## config.mk

```make
export PLATFORM = sky130hd
export DESIGN_NAME = gpio_bank_mux
export DESIGN_NICKNAME = d
export VERILOG_FILES = /design/src/rtl/gpio_bank_pkg.sv /design/src/rtl/gpio_sync.sv /design/src/rtl/gpio_bank_regs.sv /design/src/rtl/gpio_pad_mux.sv /design/src/rtl/gpio_bank_mux.sv
export SDC_FILE = /design/constraint.sdc
export NUM_CORES = 1
export LEC_CHECK = 0
export BUFFER_PORTS_ARGS = -buffer_cell sky130_fd_sc_hd__buf_4
export CAP_MARGIN = 20
export CORE_ASPECT_RATIO = 1.25
export CORE_UTILIZATION = 55
export CTS_CLUSTER_SIZE = 12
export DETAILED_ROUTE_END_ITERATION = 7
export GPL_TIMING_DRIVEN = 0
export PLACE_DENSITY = 0.88
export SLEW_MARGIN = 25
export SYNTH_ARGS = -nofsm -noshare
export SYNTH_HDL_FRONTEND = slang
export SYNTH_SLANG_ARGS = --single-unit
```

## constraint.sdc

```tcl
create_clock -name clk_i -period 3.2 [get_ports clk_i]
set_clock_uncertainty 0.1 [all_clocks]
set_input_delay 0.16 -clock clk_i [delete_from_list [all_inputs] [get_ports clk_i]]
set_output_delay 0.16 -clock clk_i [all_outputs]
set_load 0.02 [all_outputs]
```

## src/rtl/gpio_bank_pkg.sv

```systemverilog
`timescale 1ns/1ps
package gpio_bank_pkg;
  typedef enum logic [1:0] {
    GRP_DATA = 2'd0,
    GRP_DIR  = 2'd1,
    GRP_FUNC = 2'd2,
    GRP_NONE = 2'd3
  } grp_e;

  // groups are laid out back to back, one word per bank
  function automatic grp_e grp_of(input int unsigned word_idx, input int unsigned banks);
    if (word_idx < banks)          return GRP_DATA;
    else if (word_idx < 2 * banks) return GRP_DIR;
    else if (word_idx < 3 * banks) return GRP_FUNC;
    else                           return GRP_NONE;
  endfunction
endpackage

```

## src/rtl/gpio_sync.sv

```systemverilog
`timescale 1ns/1ps
module gpio_sync #(
  parameter int unsigned WIDTH  = 32,
  parameter int unsigned STAGES = 2
) (
  input  logic             clk_i,
  input  logic             rst_ni,
  input  logic [WIDTH-1:0] async_i,
  output logic [WIDTH-1:0] sync_o
);
  logic [WIDTH-1:0] stage_q [STAGES];

  for (genvar s = 0; s < STAGES; s++) begin : g_stage
    if (s == 0) begin : g_first
      always_ff @(posedge clk_i or negedge rst_ni) begin
        if (!rst_ni) stage_q[s] <= '0;
        else         stage_q[s] <= async_i;
      end
    end else begin : g_next
      always_ff @(posedge clk_i or negedge rst_ni) begin
        if (!rst_ni) stage_q[s] <= '0;
        else         stage_q[s] <= stage_q[s-1];
      end
    end
  end

  assign sync_o = stage_q[STAGES-1];
endmodule

```

## src/rtl/gpio_bank_regs.sv

```systemverilog
`timescale 1ns/1ps
module gpio_bank_regs
  import gpio_bank_pkg::*;
#(
  parameter int unsigned NUM_BANKS = 4,
  parameter int unsigned BANK_W    = 8,
  localparam int unsigned NUM_PINS   = NUM_BANKS * BANK_W,
  localparam int unsigned BANK_IDX_W = (NUM_BANKS > 1) ? $clog2(NUM_BANKS) : 1
) (
  input  logic                  clk_i,
  input  logic                  rst_ni,
  input  logic                  we_i,
  input  grp_e                  grp_i,
  input  logic [BANK_IDX_W-1:0] bank_i,
  input  logic [BANK_W-1:0]     wbyte_i,
  output logic [NUM_PINS-1:0]   data_q_o,
  output logic [NUM_PINS-1:0]   dir_q_o,
  output logic [NUM_PINS-1:0]   func_q_o
);
  for (genvar b = 0; b < NUM_BANKS; b++) begin : g_bank
    logic hit;
    assign hit = we_i && (bank_i == BANK_IDX_W'(b));

    always_ff @(posedge clk_i or negedge rst_ni) begin
      if (!rst_ni) begin
        data_q_o[b*BANK_W +: BANK_W] <= '0;
        dir_q_o[b*BANK_W +: BANK_W]  <= '0;
        func_q_o[b*BANK_W +: BANK_W] <= '1;  // peripheral owns every pad out of reset
      end else if (hit) begin
        case (grp_i)
          GRP_DATA: data_q_o[b*BANK_W +: BANK_W] <= wbyte_i;
          GRP_DIR:  dir_q_o[b*BANK_W +: BANK_W]  <= wbyte_i;
          GRP_FUNC: func_q_o[b*BANK_W +: BANK_W] <= wbyte_i;
          default: ;
        endcase
      end
    end
  end
endmodule

```

## src/rtl/gpio_pad_mux.sv

```systemverilog
`timescale 1ns/1ps
module gpio_pad_mux #(
  parameter int unsigned NUM_PINS = 32
) (
  input  logic [NUM_PINS-1:0] data_q_i,
  input  logic [NUM_PINS-1:0] dir_q_i,
  input  logic [NUM_PINS-1:0] func_q_i,
  input  logic [NUM_PINS-1:0] per_out_i,
  input  logic [NUM_PINS-1:0] per_oe_i,
  output logic [NUM_PINS-1:0] pad_out_o,
  output logic [NUM_PINS-1:0] pad_oe_o
);
  for (genvar p = 0; p < NUM_PINS; p++) begin : g_pin
    always_comb begin
      if (func_q_i[p]) begin
        pad_out_o[p] = per_out_i[p];
        pad_oe_o[p]  = per_oe_i[p];
      end else begin
        pad_out_o[p] = data_q_i[p];
        pad_oe_o[p]  = dir_q_i[p];
      end
    end
  end
endmodule

```

## src/rtl/gpio_bank_mux.sv

```systemverilog
`timescale 1ns/1ps
module gpio_bank_mux
  import gpio_bank_pkg::*;
#(
  parameter int unsigned NUM_PINS = 32,
  parameter int unsigned BANK_W   = 8,
  parameter int unsigned BUS_W    = 32,
  parameter int unsigned ADDR_W   = 4
) (
  input  logic                clk_i,
  input  logic                rst_ni,
  input  logic                sel_i,
  input  logic                wr_i,
  input  logic [ADDR_W-1:0]   addr_i,
  input  logic [BUS_W-1:0]    wdata_i,
  output logic [BUS_W-1:0]    rdata_o,
  input  logic [NUM_PINS-1:0] pad_i,
  input  logic [NUM_PINS-1:0] per_out_i,
  input  logic [NUM_PINS-1:0] per_oe_i,
  output logic [NUM_PINS-1:0] pad_out_o,
  output logic [NUM_PINS-1:0] pad_oe_o
);
  localparam int unsigned NUM_BANKS  = NUM_PINS / BANK_W;
  localparam int unsigned BANK_IDX_W = (NUM_BANKS > 1) ? $clog2(NUM_BANKS) : 1;

  grp_e                  grp;
  logic [BANK_IDX_W-1:0] bank_sel;
  logic                  we;
  logic                  re;
  logic [NUM_PINS-1:0]   pad_sync;
  logic [NUM_PINS-1:0]   data_q;
  logic [NUM_PINS-1:0]   dir_q;
  logic [NUM_PINS-1:0]   func_q;
  logic [BANK_W-1:0]     rd_byte;
  logic                  unused_wdata;

  assign unused_wdata = ^wdata_i[BUS_W-1:BANK_W];

  assign grp      = grp_of(32'(addr_i), NUM_BANKS);
  assign bank_sel = BANK_IDX_W'(addr_i % ADDR_W'(NUM_BANKS));
  assign we       = sel_i && wr_i && (grp != GRP_NONE);
  assign re       = sel_i && !wr_i;

  gpio_sync #(.WIDTH(NUM_PINS), .STAGES(2)) u_sync (
    .clk_i  (clk_i),
    .rst_ni (rst_ni),
    .async_i(pad_i),
    .sync_o (pad_sync)
  );

  gpio_bank_regs #(.NUM_BANKS(NUM_BANKS), .BANK_W(BANK_W)) u_regs (
    .clk_i   (clk_i),
    .rst_ni  (rst_ni),
    .we_i    (we),
    .grp_i   (grp),
    .bank_i  (bank_sel),
    .wbyte_i (wdata_i[BANK_W-1:0]),
    .data_q_o(data_q),
    .dir_q_o (dir_q),
    .func_q_o(func_q)
  );

  gpio_pad_mux #(.NUM_PINS(NUM_PINS)) u_mux (
    .data_q_i (data_q),
    .dir_q_i  (dir_q),
    .func_q_i (func_q),
    .per_out_i(per_out_i),
    .per_oe_i (per_oe_i),
    .pad_out_o(pad_out_o),
    .pad_oe_o (pad_oe_o)
  );

  // data group reads the pad, not the latch
  always_comb begin
    rd_byte = '0;
    case (grp)
      GRP_DATA: rd_byte = pad_sync[bank_sel*BANK_W +: BANK_W];
      GRP_DIR:  rd_byte = dir_q[bank_sel*BANK_W +: BANK_W];
      GRP_FUNC: rd_byte = func_q[bank_sel*BANK_W +: BANK_W];
      default:  rd_byte = '0;
    endcase
  end

  always_ff @(posedge clk_i or negedge rst_ni) begin
    if (!rst_ni)  rdata_o <= '0;
    else if (re)  rdata_o <= {{(BUS_W-BANK_W){1'b0}}, rd_byte};
  end
endmodule

```

* Word level (Yosys, flattened, before mapping) *
Cells that the tools add are included.

operators by class
  order comparisons = 3
  equality and inequality tests = 6
  shifts and indexed selects = 3
  mux-type cells = 68
  reductions and logical operators = 22

operators by type and width
  kind                number
  $shiftx 32x6->8     3
  $mux 1              65
  $pmux 8 s3          1
  $reduce_and 2->1    12
  $lt 4x4->1 const B  2
  $logic_and 1x1->1   7
  $eq 2x2->1 const B  3
  $eq 2x1->1 const B  2
  $logic_not 2->1     2
  $lt 4x3->1 const B  1
  $mux 2              2
  $ne 2x2->1 const B  1
  $logic_not 1->1     1

word-level totals
  register bits = 168
  bits of input ports = 136
  output and inout bits = 96
  logic and storage cells = 117

* Logic depth before layout (Yosys ltp) *
Gate-level depths: netlist of the first run.

  word-level depth = 8
  gate-level depth with buffers = 8
  mapped depth without buffers = 6

* By module *
A second synthesis of the first run with hierarchy kept.

second synthesis, totals
  cell total of the unflattened synthesis = 511
  area total of the unflattened synthesis = 7591.0 µm²

by module, submodules not included
  module          times used  cells an instance  area an instance (µm²)  sequential area each (µm²)
  gpio_bank_regs  1           223                3784.9                  2442.3
  gpio_sync       1           96                 1841.8                  1601.5
  gpio_bank_mux   1           128                1243.7                  200.2
  gpio_pad_mux    1           64                 720.7                   0.0

* Worst setup path before layout of the first run *
OpenSTA, ideal clock, no wires.

  kind = input to register
  start point = input addr_i[2]
  end point = register u_regs.data_q_o[1]
  library setup time = 0.128 ns
  arrival = 1.283 ns
  data required time = 2.972 ns
  path slack = 1.689 ns
  stages on the path = 5
  buffers on the path = 0
  path through = ha_1 -> nand3b_1 -> nor3_2 -> nand2_1 -> mux2_1

on the way
  word-level cells in the longest chain between the ends = 8
  elaborated cells between the ends (all ways) = 11
  classes of those cells = order compare: 3; eq/ne: 1; mux: 3; reduce/logical: 4

ends and longest elaborated chain
  what                                 line                  source
  start, declared                      gpio_bank_mux.sv:14   input logic [ADDR_W-1:0] addr_i,
  $lt 4x4->1                           gpio_bank_pkg.sv:14   else if (word_idx < 3 * banks) return GRP_FUNC;
  $mux 1                               gpio_bank_pkg.sv:14
  $mux 2                               gpio_bank_pkg.sv:13   else if (word_idx < 2 * banks) return GRP_DIR;
  $mux 2 *                             gpio_bank_pkg.sv:12   if (word_idx < banks) return GRP_DATA;
  $ne 2x2->1                           gpio_bank_mux.sv:41   assign we = sel_i && wr_i && (grp != GRP_NONE);
  $logic_and 1x1->1                    gpio_bank_mux.sv:41
  $logic_and 1x1->1                    gpio_bank_regs.sv:22  assign hit = we_i && (bank_i == BANK_IDX_W'(b));
  $reduce_and 2->1 (no source line) *  n/a
  end signal, assigned by index        gpio_bank_regs.sv:31  GRP_DATA: data_q_o[b*BANK_W +: BANK_W] <= wbyte_i;
  end, declared                        gpio_bank_regs.sv:16  output logic [NUM_PINS-1:0] data_q_o,

Mark *: on every way between the ends. The rest lies on a longest branch, timed or not.
A chain may end at the register's enable or synchronous reset.

* Worst setup path after layout of the first run *
  start point = register u_regs.func_q_o[22]
  end point = output pad_oe_o[22]

on the way
  word-level cells in the longest chain between the ends = 1

ends and longest elaborated chain
  what                             line                  source
  start, declared                  gpio_bank_regs.sv:18  output logic [NUM_PINS-1:0] func_q_o
  start signal, assigned by index  gpio_bank_regs.sv:33  GRP_FUNC: func_q_o[b*BANK_W +: BANK_W] <= wbyte_i;
  $mux 1                           gpio_pad_mux.sv:15    if (func_q_i[p]) begin
  end, declared                    gpio_bank_mux.sv:21   output logic [NUM_PINS-1:0] pad_oe_o

No other way between the ends.

==> flow_summary.toml, run 1 <==
[cts]
postCtsResizedCells = 0
cts_tree = "done"
ctsLongestPathBuffers = 2
cts.sinks = 168
clk_latency_ps = 420
htree_levels = 4
cts_root_buf = "clkbuf_16"
cts_inserted_buffers = 17
path_clk_slew_ps = 60

[floorplanning]
io_pins = 232
die_area_um2 = 13650
initial_utilization = 0.5675
dieWidth_um = 104.7
coreArea_um2 = 12780
die_y_um = 130.4
rows = 46

[placed_design]
post-dp-hpwl_um = 12950
port_buffers = 182
place_area_um2 = 8949
routabilityCongestion = 0.9055
dpl.cell_count = 880

[worst_setup_path]
worstPathRequired_ps = 2940
r2r_slack_ps = 1510
endpoint = "pad_oe_o[22]"
r2r-start = "u_regs.func_q_o[22]$_DFFE_PN1P_"
cp-end-kind = "primary output"
rr_endpoint = "rdata_o[6]$_DFFE_PN0P_"
cp-start-kind = "register"
path_class = "register to primary output"
reg2regPathDepth = 3
critPathMaxFanout = 4
arrival_ps = 1540
cp-startpoint = "u_regs.func_q_o[22]$_DFFE_PN1P_"

[final_layout]
post-route-util = 0.7813
antennaDiodeCount = 0
area_delta_synth_final_pct = 37.69
seqCellArea_um2 = 4244
nets = 912
final_cell_mix = "buf_4, mux2_2, dfrtp_1"
final_common_cell = "buf_4"
multi_input_area_um2 = 2790
fin_area_um2 = 9983
fin_cells = 953
final.fill_count = 760
drive_gt1_frac = 0.5745

[yosys]
synth_largest_area_cell = "dfrtp_1"
syn_inst = 506
yosys_warnings = 0
postSynthAreaPerCell_um2 = 14.33
synth_area_leaders = "dfrtp_1, mux2_2, dfstp_2"
ys_seq_area_frac = 0.5853
synth_seq_cells = 168
synth_top_area_frac = 0.4694
yosys_most_used_dff = "dfrtp_1"
synthDistinctLibCells = 35
async_flop_share = 1.000
syn_area_um2 = 7251
synth-edff-count = 0

[power]
combPwrFrac = 0.237
power_frac_seq = 0.426
p_per_area_nw_per_um2 = 631.7
p_sw_frac = 0.2841
p_leak_nw = 4.728
power_frac_clock = 0.338
ir_worst_vdd_uv = 513.9
internal_power_w = 0.004514
p_sw_w = 0.001792

[drt]
drc = 0
routed_via_density = 5.533
wl_per_cell_um = 19.95
drt_iter0_drc = 241
wl_um = 19010
vias = 5273
drt_pre_antenna_iters = 5
ant_nets = 0

[grt]
antenna_found_initial = 0
grt_overflow = 0
grt_usage = 0.2882
grt_start_max_net_pins = 97
grt_pass1_wl_um = 29440
grt_pass1_vias = 5626

[timing]
hold_viol = 0
rsz0062_at_grt = "false"
finalSetupTns_ps = 0
period_share = 0.5617
max_freq_ghz = 0.5564
max_slew_margin = 0.5703
slew_violations = 0
worst_pin_slew_ps = 644.5
min_period_ps = 1797
finalSetupViolCount = 0

[outcome]
status = "finished clean"

[run]
drv_cap = 0

[worst_hold_path]
hp-class = "input port to register"
hp-start = "sel_i"
==> per-stage QoR <==
stage | total power (W) | worst slack, ps | hold WS, ps
6_report | 0.006306 | 1403 | 45.38
5_1_grt | 0.006544 | 1372 | 78.05
4_1_cts | 0.006323 | 1397 | 32.16
3_5_place_dp | 0.004150 | 1167 | 52.59
3_3_place_gp | 0.004088 | 1131 | 169.1
2_1_floorplan | 0.003495 | 1689 | -235.6
==> layout make-up <==
class                   count  share of cell area
flip-flops and latches    168              0.4251
well taps                 168             0.02106
multi-input cells         310              0.2795
inverters                   2           0.0007520
clock inverters            14             0.01855
repair buffers            224              0.1815
clock buffers              18             0.04399
plain buffers              49             0.02958
==> critical path: stages, from the launching register on <==
cell and delay (ps):
dfstp_2 600, mux2_2 360, buf_4 160
==> synth_stat cells (all sizes together) (2+ instances only) <==
cell type	n
dfstp	32
inv	2
clkbuf	12
o21ai	3
nand2	29
a22oi	13
a21oi	15
o221ai	4
buf	37
mux4	6
nor2	8
dfrtp	136
mux2	161
nand3b	2
o22ai	2
nor3b	2
nand2b	4
ha	4
a211oi	5
a221oi	16
==> registers in the layout, summed over array words and instances, names as in the netlist <==
| signal | flops |
|---|---|
| u_regs.data_q_o | 32 |
| u_regs.dir_q_o | 32 |
| u_regs.func_q_o | 32 |
| u_sync.stage_q | 32 |
| u_sync.sync_o | 32 |
| rdata_o | 8 |
==> worst min path at each step <==
stage	slack, ps	to	cells past startpoint
after detailed placement	50	u_sync.stage_q[47]$_DFF_PN0_	1
after CTS	30	rdata_o[1]$_DFFE_PN0P_	4
after global placement	170	u_sync.stage_q[51]$_DFF_PN0_	1
after global routing	80	rdata_o[1]$_DFFE_PN0P_	4
after floorplan	-240	rdata_o[0]$_DFFE_PN0P_	0
final	50	rdata_o[0]$_DFFE_PN0P_	4
==> power by group through the flow <==
stage / sequential (W) / combinational [W] / clock, W
floorplan: 0.00264 / 0.000857 / 0
global placement: 0.00270 / 0.00139 / 0
detailed placement: 0.00271 / 0.00144 / 0
CTS: 0.00268 / 0.00149 / 0.00216
global route: 0.00272 / 0.00158 / 0.00225
finish: 0.00268 / 0.00149 / 0.00213
==> routing by layer <==
layer | wire length [um] | up-vias | track usage
met5 | 0 | - | 0
met4 | 340 | 0 | 0.1069
met3 | 1146 | 31 | 0.05754
met2 | 10390 | 234 | 0.5341
met1 | 7137 | 2670 | 0.3332
li1 | - | 2338 | -
==> cell families after synthesis <==
kind of cell    share of synthesized area
buf+inv                           0.04176
other cells                     0.0005172
compound gates                    0.06471
mux                                0.2701
flops                              0.5853
fa+ha+maj                        0.006903
simple gates                      0.03071
==> repair_timing <==
item | in CTS | in global routing
hold buffers | 41 | 0
endpoints found under the hold margin | 120 | 0
setup buffers | 0 | 0
Note: power is estimated with default switching activity, not from simulation.
==> inputs of run 2 (changes only) <==
Settings changed: CORE_UTILIZATION 55 to 51, PLACE_DENSITY 0.88 to 0.83.
Clock period 3.2 ns to 1.8 ns, I/O delays scaled along.
==> run 2 against run 1 <==
Clock power grew 70%. Sequential cell count stayed put. Die area increased by 7.7%. First-iteration DRC count grew 58%. Setup slack worse by 1400 ps. Total power rose by 75%. Sequential share of layout area is essentially flat. Largest cell class unchanged. Routed wire length rose by 2.5%. Non-clock buffer count is 2 higher.
==> flow_summary.toml, run 2 (same netlist as run 1, synthesis figures left out) <==
[outcome]
status = "finished clean"

[worst_setup_path]
critPathSlowestCell = "dlygate4sd3_1"
worstPathRequired_ps = 2000
path_cells = "dlygate4sd3_1 -> buf_4 -> nand3b_1 -> nor3_2 -> nand2_1 -> mux2_1"
path_class = "input port to register"
crit_path_max_incr_delay_ps = 550
cp_num_buf_inv = 2
cp-start-kind = "input port"
arrival_ps = 1950
cp_top_family = "simple AND/OR/NAND/NOR gates"
cp-end-kind = "register"
critPathMaxFanout = 8

[timing]
rsz0062_at_grt = "true"
max_slew_margin = 0.5940
period_share = 0.9769
slew_violations = 0
finalSetupViolCount = 0
max_freq_ghz = 0.5687
hold_viol = 0
worst_pin_slew_ps = 609.0
min_period_ps = 1758

[cts]
cts_root_buf = "clkbuf_16"
path_clk_slew_ps = 60
post_cts_buffers = 0
cts_tree = "done"
ctsLongestPathBuffers = 2
cts_inserted_buffers = 17
htree_levels = 4
cts.sinks = 168
clk_latency_ps = 420

[grt]
grt_usage = 0.2741
grt_pass1_wl_um = 29400
grt_overflow = 0
antenna_found_initial = 0
grt_pass1_vias = 5550
grt_start_max_net_pins = 86

[floorplanning]
dieWidth_um = 108.6
initial_utilization = 0.5226
rows = 48
die_y_um = 135.3
coreArea_um2 = 13870
die_area_um2 = 14700
io_pins = 232

[final_layout]
final.fill_count = 934
fin_area_um2 = 9990
drive_gt1_frac = 0.5743
final_cell_mix = "buf_4, mux2_2, dfrtp_1"
post-route-util = 0.7201
final_common_cell = "buf_4"
nets = 914
area_delta_synth_final_pct = 37.77
antennaDiodeCount = 0

[worst_hold_path]
hp-class = "input port to register"

[placed_design]
port_buffers = 182
place_area_um2 = 8957
post-dp-hpwl_um = 13340
routabilityCongestion = 0.8739

[drt]
vias = 5273
drt_iter0_drc = 380
drt_pre_antenna_iters = 5
wl_um = 19500
ant_nets = 0
routed_via_density = 5.481
drc = 0
wl_per_cell_um = 20.27

[power]
ir_worst_vdd_uv = 849.4
p_leak_nw = 4.728
p_per_area_nw_per_um2 = 1107

[run]
drv_cap = 0
==> run 2: cell type report <==
type / count / area (um^2) / area share
Buffer: 49 / 295.3 / 0.02956
Tap cell: 175 / 219.0 / 0.02192
Clock buffer: 18 / 429.2 / 0.04296
Timing Repair Buffer: 226 / 1832 / 0.1834
Multi-Input combinational cell: 310 / 2798 / 0.2801
Sequential cell: 168 / 4244 / 0.4248
Clock inverter: 14 / 165.2 / 0.01653
Inverter: 2 / 7.507 / 0.0007515
==> run 2: what timing repair did <==
action,4_1_cts,5_1_grt
setup endpoints to repair,0,3
hold endpoints to repair,134,0
gates resized for setup,0,2
hold buffers,43,0
==> run 2: worst reg2reg max path, cell delays in order, from the launching register on <==
cell      delay [ps]
dfstp_2          590
a221oi_1         100
or4_1            530
o22ai_1          210
==> run 2: final timing paths <==
path / cells after the start / to / slack [ps] / start
worst min-delay path: 4 / rdata_o[5]$_DFFE_PN0P_ / 120 / addr_i[1]
min in group asynchronous: 2 / u_sync.stage_q[33]$_DFF_PN0_ / 150 / rst_ni
worst min register to register: 0 / u_sync.sync_o[26]$_DFF_PN0_ / 250 / u_sync.stage_q[58]$_DFF_PN0_
worst max register to register: 3 / rdata_o[6]$_DFFE_PN0P_ / 180 / u_regs.func_q_o[22]$_DFFE_PN1P_
max in group asynchronous: 3 / u_regs.func_q_o[31]$_DFFE_PN1P_ / 600 / rst_ni
worst max-delay path: 6 / u_regs.data_q_o[1]$_DFFE_PN0P_ / 40 / sel_i
==> run 2: per-layer routing <==
metal	routed length (um)	vias to the layer above	part of all wire	GRT usage
li1	-	2349	-	-
met1	7336	2660	0.38	0.3221
met2	10710	236	0.55	0.4989
met3	1120	28	0.057	0.05243
met4	331	0	0.017	0.08784
met5	0	-	0	0
==> run 2: per-stage QoR <==
| stage | total power, W | hold slack [ps] | setup TNS, ps | std cells | setup slack [ps] |
|---|---|---|---|---|---|
| floorplan | 0.006213 | -305.6 | 0 | 529 | 359.5 |
| global placement | 0.007295 | 99.59 | -30540 | 886 | -225.5 |
| detailed placement | 0.007388 | 14.18 | -4092 | 887 | -138.8 |
| CTS | 0.01110 | 101.0 | 0 | 962 | 35.81 |
| global route | 0.01148 | 152.9 | -10.86 | 962 | -4.910 |
| finish | 0.01106 | 122.3 | 0 | 962 | 41.56 |
==> run 2: where the power goes <==
part           switching (W)  internal [W]  total (W)
Combinational        0.00124       0.00142    0.00266
Sequential          0.000416       0.00436    0.00477
Clock                0.00155       0.00208    0.00363
Total                0.00320       0.00786     0.0111
